--- src/rtl/dual_bus_arbiter.sv ---
module dual_bus_arbiter #(
  parameter int TICK_DIV   = 4,
  parameter int RES_W      = 8,
  parameter int IDLE_TICKS = 8
) (
  input  logic             clk,
  input  logic             rst_n,
  input  logic             soft_rst,
  input  logic             req0,
  input  logic             rel0,
  input  logic             req1,
  input  logic             rel1,
  input  logic [RES_W-1:0] reserve,
  input  logic             idle_en,
  input  logic             bus_act,
  output logic             conn0,
  output logic             conn1,
  output logic             granted0,
  output logic             granted1,
  output logic             lost0,
  output logic             lost1
);
  localparam int PW       = (TICK_DIV > 1) ? $clog2(TICK_DIV) : 1;
  localparam int RCW      = RES_W + PW + 1;
  localparam int IDLE_LIM = IDLE_TICKS * TICK_DIV;
  localparam int ICW      = $clog2(IDLE_LIM + 1) + 1;

  typedef enum logic [1:0] {S_IDLE, S_GAP, S_OWN} st_t;

  st_t            st, st_n;
  logic           owner, owner_n, pref, pref_n;
  logic [1:0]     pend, pend_n, gr_n, lo_n, gr_q, lo_q;
  logic [RCW-1:0] rcnt;
  logic [ICW-1:0] icnt;

  wire [1:0]     req     = {req1, req0};
  wire [1:0]     rel     = {rel1, rel0};
  wire [1:0]     want    = (pend | req) & ~rel;
  wire [RCW-1:0] res_lim = RCW'(reserve) * RCW'(TICK_DIV);
  wire           expired = (reserve != '0) && (rcnt >= res_lim);
  wire           timeout = idle_en && (icnt >= ICW'(IDLE_LIM));
  wire           stay    = (st == S_OWN) && (st_n == S_OWN);

  always_comb begin
    st_n    = st;
    owner_n = owner;
    pref_n  = pref;
    pend_n  = want;
    gr_n    = 2'b00;
    lo_n    = 2'b00;
    case (st)
      S_IDLE: begin
        if (want == 2'b11) begin
          owner_n      = pref;
          pref_n       = ~pref;
          st_n         = S_OWN;
          gr_n[pref]   = 1'b1;
          pend_n[pref] = 1'b0;
        end else if (want != 2'b00) begin
          owner_n         = want[1];
          st_n            = S_OWN;
          gr_n[want[1]]   = 1'b1;
          pend_n[want[1]] = 1'b0;
        end
      end
      S_OWN: begin
        pend_n[owner] = 1'b0;
        if (timeout) begin
          st_n        = S_IDLE;
          lo_n[owner] = 1'b1;
          pend_n      = 2'b00;
        end else if (rel[owner]) begin
          if (want[~owner]) begin
            st_n    = S_GAP;
            owner_n = ~owner;
          end else begin
            st_n = S_IDLE;
          end
        end else if (expired && want[~owner]) begin
          st_n        = S_GAP;
          owner_n     = ~owner;
          lo_n[owner] = 1'b1;
        end
      end
      S_GAP: begin
        if (!want[owner]) begin
          st_n = S_IDLE;
        end else begin
          st_n          = S_OWN;
          gr_n[owner]   = 1'b1;
          pend_n[owner] = 1'b0;
        end
      end
      default: st_n = S_IDLE;
    endcase
  end

  always_ff @(posedge clk or negedge rst_n) begin
    if (!rst_n) begin
      st    <= S_IDLE;
      owner <= 1'b0;
      pref  <= 1'b0;
      pend  <= 2'b00;
      gr_q  <= 2'b00;
      lo_q  <= 2'b00;
      rcnt  <= '0;
      icnt  <= '0;
    end else if (soft_rst) begin
      st    <= S_IDLE;
      owner <= 1'b0;
      pref  <= 1'b0;
      pend  <= 2'b00;
      gr_q  <= 2'b00;
      lo_q  <= 2'b00;
      rcnt  <= '0;
      icnt  <= '0;
    end else begin
      st    <= st_n;
      owner <= owner_n;
      pref  <= pref_n;
      pend  <= pend_n;
      gr_q  <= gr_n;
      lo_q  <= lo_n;
      rcnt  <= !stay ? '0 : (rcnt == '1) ? rcnt : rcnt + 1'b1;
      icnt  <= (!stay || bus_act) ? '0 : (icnt == '1) ? icnt : icnt + 1'b1;
    end
  end

  assign conn0    = (st == S_OWN) && !owner;
  assign conn1    = (st == S_OWN) && owner;
  assign granted0 = gr_q[0];
  assign granted1 = gr_q[1];
  assign lost0    = lo_q[0];
  assign lost1    = lo_q[1];
endmodule

--- config.mk ---
export PLATFORM = sky130hd
export DESIGN_NAME = dual_bus_arbiter
export DESIGN_NICKNAME = d
export VERILOG_FILES = /design/src/rtl/dual_bus_arbiter.sv
export SDC_FILE = /design/constraint.sdc
export NUM_CORES = 1
export LEC_CHECK = 0
export CELL_PAD_IN_SITES_DETAIL_PLACEMENT = 1
export CELL_PAD_IN_SITES_GLOBAL_PLACEMENT = 2
export CORE_MARGIN = 10
export CORE_UTILIZATION = 34
export DETAILED_ROUTE_END_ITERATION = 7
export GPL_ROUTABILITY_DRIVEN = 0
export PLACE_DENSITY = 0.89
export REMOVE_ABC_BUFFERS = 1
export SKIP_LAST_GASP = 1
export SLEW_MARGIN = 10
export SYNTH_ARGS = -nofsm -noshare
export SYNTH_HDL_FRONTEND = slang
export SYNTH_SLANG_ARGS = --single-unit
--- constraint.sdc ---
create_clock -name clk -period 2.8 [get_ports clk]
set_clock_uncertainty 0.2 [all_clocks]
set_input_delay 0.28 -clock clk [delete_from_list [all_inputs] [get_ports clk]]
set_output_delay 0.28 -clock clk [all_outputs]
set_load 0.05 [all_outputs]
# Word-level counts from Yosys, hierarchy flattened
# Index checks and enable logic that the tools add are counted.
# Widths: inputs -> output; s select.
# word_totals
register_bits,28
inputBits,17
out_inout_bits,6
# classes
addsub,2
n_lt_le_gt_ge,9
n_eq_ne,12
n_mux,54
n_bitwise,11
reduce_logical,20
# ops
operator,n
$mux 2,21
$mux 11,3
$mux 7,3
$mux 1,20
$ne 4x4->1 const B,3
$pmux 2 s3,2
$add 11x1->11 const B,1
$eq 11x11->1 const B,1
$ge 11x10->1,1
$logic_and 1x1->1,9
$ne 3x3->1 const B,3
$and 2x2->2,4
$lt 1x2->1 const B,4
$not 2->2,4
$reduce_bool 8->1,1
$add 7x1->7 const B,1
$eq 7x7->1 const B,1
$ge 7x6->1 const B,1
$eq 2x2->1 const B,3
$reduce_bool 2->1,3
$reduce_and 5->1,1
$pmux 2 s2,1
$demux 1 s1,3
$ge 1x1->1 const B,3
9 further kinds,11

# Depth between registers and ports, before layout
# depth
depth_word,15
ltp_mapped,8
ltp_nobuf,8

# Least setup slack after synthesis
# OpenSTA, ideal clock, no wires.
# synth_timing
path_type,register -> register
from,register rcnt[9]
to,register rcnt[6]
setup_time_ns,0.096
t_arrival_ns,1.754
t_required_ns,2.504
slack_ns,0.750
path_stages_with_launch,8
cell_sequence,dfrtp_1 ha_1 a211oi_2 nand2_1 o221ai_2 o2111a_2 nand2_4 a311oi_2
# synth_between
elab_chain_len,11
elab_cells_between_ends,13
classes_between,order compare (1); eq/ne (3); mux (6); reduce/logical (3)
# synth_lines
item,line_no,source
"start, declared",33,logic [RCW-1:0] rcnt;
"start signal, assigned",124,rcnt <= !stay ? '0 : (rcnt == '1) ? rcnt : rcnt + 1'b1;
$ge 11x10->1,40,wire expired = (reserve != '0) && (rcnt >= res_lim);
$logic_and 1x1->1,40,
$logic_and 1x1->1,79,end else if (expired && want[~owner]) begin
$mux 2,79,
$mux 2,72,end else if (rel[owner]) begin
$mux 2,68,if (timeout) begin
$pmux 2 s3,51,case (st)
$eq 2x2->1,42,wire stay = (st == S_OWN) && (st_n == S_OWN);
$logic_and 1x1->1,42,
$mux 11,124,
$mux 11,108,end else if (soft_rst) begin
# Several ways; a longest one is shown, not always the timed one.
# A chain may end at the register's enable or synchronous reset.

# Worst setup path in the final report
# layout_timing
from,register st[1]
to,output conn1
# layout_between
elab_chain_len,2
# layout_lines
item,line_no,source
"start, declared",30,"st_t st, st_n;"
"start signal, assigned",118,st <= st_n;
$eq 2x2->1,130,assign conn1 = (st == S_OWN) && owner;
$logic_and 1x1->1,130,
"end, declared",17,"output logic conn1,"
# Every way passes these cells.

==> metrics.md <==
| Metric | Value |
|---|---|
| Maxcap violations | `0` |
| Dominant cell type by area after synthesis | `dfrtp_1` |
| YS warnings | `0` |
| Max-slew violation count | `0` |
| Worst Path Buf+Inv | `1` |
| Rows | `26` |
| Mapped Cells | `between 150 and 200` |
| DP Wirelength | `3.43 mm` |
| Period Utilization, post-route | `between 80% and 90%` |
| Postcts setup bufs | `0` |
| Number of synthesized register bits | `28` |
| Number of synthesized flops with an enable pin | `0` |
| Slowest cell on the critical path | `clkdlybuf4s50_1` |
| Drt first pass iters | `4` |
| Req. time, crit path | `about 2.3 ns` |
| Routed len/inst | `14.9 um` |
| Cell Chain, Critical Path | `and2b_2 > and2_1 > clkdlybuf4s50_1` |
| Clk buf depth | `2` |
| Reg-to-reg endpoint | `rcnt[6]` |
| Vias in the first global route | `~1,600` |
| Fin. Hold Viols | `0` |
| Register area share after synthesis | `between 30% and 40%` |
| Proportion of layout cells with a drive suffix above 1 | `between 10 and 15%` |
| Global-route wire length before repair | `between 7 and 8 mm` |
| Max incr delay on CP | `between 0.8 and 0.9 ns` |
| Post-synth top cells | `nor2_1, dfrtp_1, inv_1, nand2_1, ha_1` |
| Crit path max-delay family | `buffers and inverters` |
| Setup_tns | `0 ns` |
| Leak pwr | `a little over 0.9 nW` |
| Worst-Margin Slew | `roughly 0.56 ns` |
| Most area-consuming cells after synthesis | `dfrtp_1, ha_1, nor2_1, inv_1, nand2_1` |
| Via density | `5.17` |
| Gr usage total | `just over 10%` |
| CP startpoint kind | `register` |
| Largest net degree at the start of global routing | `29` |
| CTS Sinks | `28` |
| Share of the synthesized area in the top cell type | `38.4%` |
| Syn Area/Cell | `around 9.4 um^2` |
| Run status | `completed` |
| Total gr overflow | `0` |
| Antenna violations before repair | `0` |
| Maximum VDD drop | `0.000212 V` |
| Setup slack, reg-to-reg | `between 0.5 and 0.6 ns` |
| Area of the core | `5170 um^2` |
| Achievable Freq | `about 400 MHz` |
| Die X | `around 93 um` |
| PostCTS Resize Cnt | `0` |
| RSZ-0062 raised after global routing | `no` |
| Via Count | `1,490` |
| Final Util | `41.7%` |
| Nature of the critical path endpoint | `output pin` |
| Top FF cell, synth | `dfrtp_1` |
| Antenna Nets Post-Route | `0` |
| WL final | `around 4.3 mm` |
| Worst setup path class | `register to output pin` |
| Pwr dens | `405 nW/um^2` |
| Reg clk slew, reported paths | `~0.090 ns` |
| Die Y-Extent | `roughly 93 um` |
| Area Growth Syn to Fin | `18.2%` |
| Yosys cell types | `between 50 and 60` |
| Top-count cell post-synth | `nor2_1` |
| Post-layout nets | `249` |
| Port Buffer Count | `22` |
| Min cycle time layout | `~2.5 ns` |
| Total die area | `just under 9000 um^2` |
| Iteration-0 DRC Markers | `50` |
| Worst hold-check path type | `input pin to asynchronous set/reset pin` |
| Post-Syn Area | `roughly 1800 um^2` |
| CTS tree | `built` |
| Crit path DAT | `approximately 2 ns` |
| Worst r2r src | `rcnt[9]` |
| Final setup fails | `0` |
| H-tree levels | `1` |
| Worst skew pair latency | `roughly 0.27 ns` |
| Initial Util | `about a third` |
| Num CTS Buffers | `3` |
| DRC errors left | `0` |
| CTS Hold Buffers Added | `0` |
| Async SR Flop Fraction | `between 90% and 100%` |
| Root Driver | `clkbuf_8` |
| Diode count | `0` |
| Worst-case reg-to-reg path depth | `7` |
| I/O pins | `23` |
| Slew Limit Headroom | `62.4%` |
| Max FO, Critical Path | `11` |
[cells in the final DEF (no fill, tap or decap), types with 4 or more instances in the layout]
master / synthesis / final
nor2_2: 4 / 4
nor2_1: 29 / 29
nand2_1: 14 / 14
a21oi_1: 6 / 6
inv_1: 14 / 14
nand3_1: 9 / 9
ha_1: 12 / 12
xor2_1: 4 / 4
dfrtp_1: 28 / 28
o21ai_0: 10 / 10
and3_1: 5 / 5
clkdlybuf4s50_1: 0 / 22
xnor2_1: 5 / 5
[how the worst max path moves through the flow]
stage	from	to	cells after the start
CTS	st[0]	conn1	3
floorplan	rcnt[9]	rcnt[6]	7
global route	st[0]	conn1	3
global placement	reserve[7]	rcnt[6]	9
detailed placement	reserve[7]	rcnt[6]	9
finish	st[1]	conn1	3
[cells by family (layout without fill, tap and decap cells)]
kind of cell | Yosys count | in the layout | synth area share [%]
and+or+nand+nor | 84 | 84 | 24.5
AOI/OAI and AO/OA | 40 | 40 | 18.0
DFF | 28 | 28 | 38.4
buffers and inverters | 19 | 42 | 4.87
adders and majority gates | 12 | 12 | 8.22
xor gates and xnor gates | 9 | 9 | 4.32
muxes | 3 | 3 | 1.65
[routing by layer]
layer	vias to the layer above	routed length, um	track usage (%)	share of wire [%]
met4	0	43	2.96	1.0
met5	-	0	0	0
met2	23	1940	16.4	45
met3	4	147	1.76	3.4
met1	730	2170	13.4	50
li1	733	-	-	-
[area by class of cell]
cell class | count | area (um^2)
inverters | 15 | 56.3
multi-input cells | 148 | 1040
fillers | 609 | 3020
repair buffers | 24 | 235
flip-flops and latches | 28 | 701
clock buffers | 3 | 41.3
well taps | 70 | 87.6
[stage by stage]
step	cell area (um^2)	std cells	hold slack, ns	power, mW	setup slack [ns]
4_1_cts	2160	288	0.196	0.886	0.280
3_3_place_gp	2120	285	0.350	0.658	0.230
2_1_floorplan	1790	191	-0.216	0.568	0.750
6_report	2160	288	0.184	0.873	0.282
3_5_place_dp	2120	285	0.384	0.663	0.183
5_1_grt	2160	288	0.224	0.925	0.206
[where the power goes]
part	total, mW	switching, mW	internal [mW]
registers	0.434	0.0170	0.417
logic	0.220	0.132	0.0876
clock network	0.219	0.123	0.0966
total	0.873	0.272	0.601
[registers in the layout, summed over array words and instances (netlist names)]
name,flops
pend,2
rcnt,11
gr_q,2
lo_q,2
icnt,7
pref,1
owner,1
st,2
Note: power is estimated with default switching activity, not from simulation.
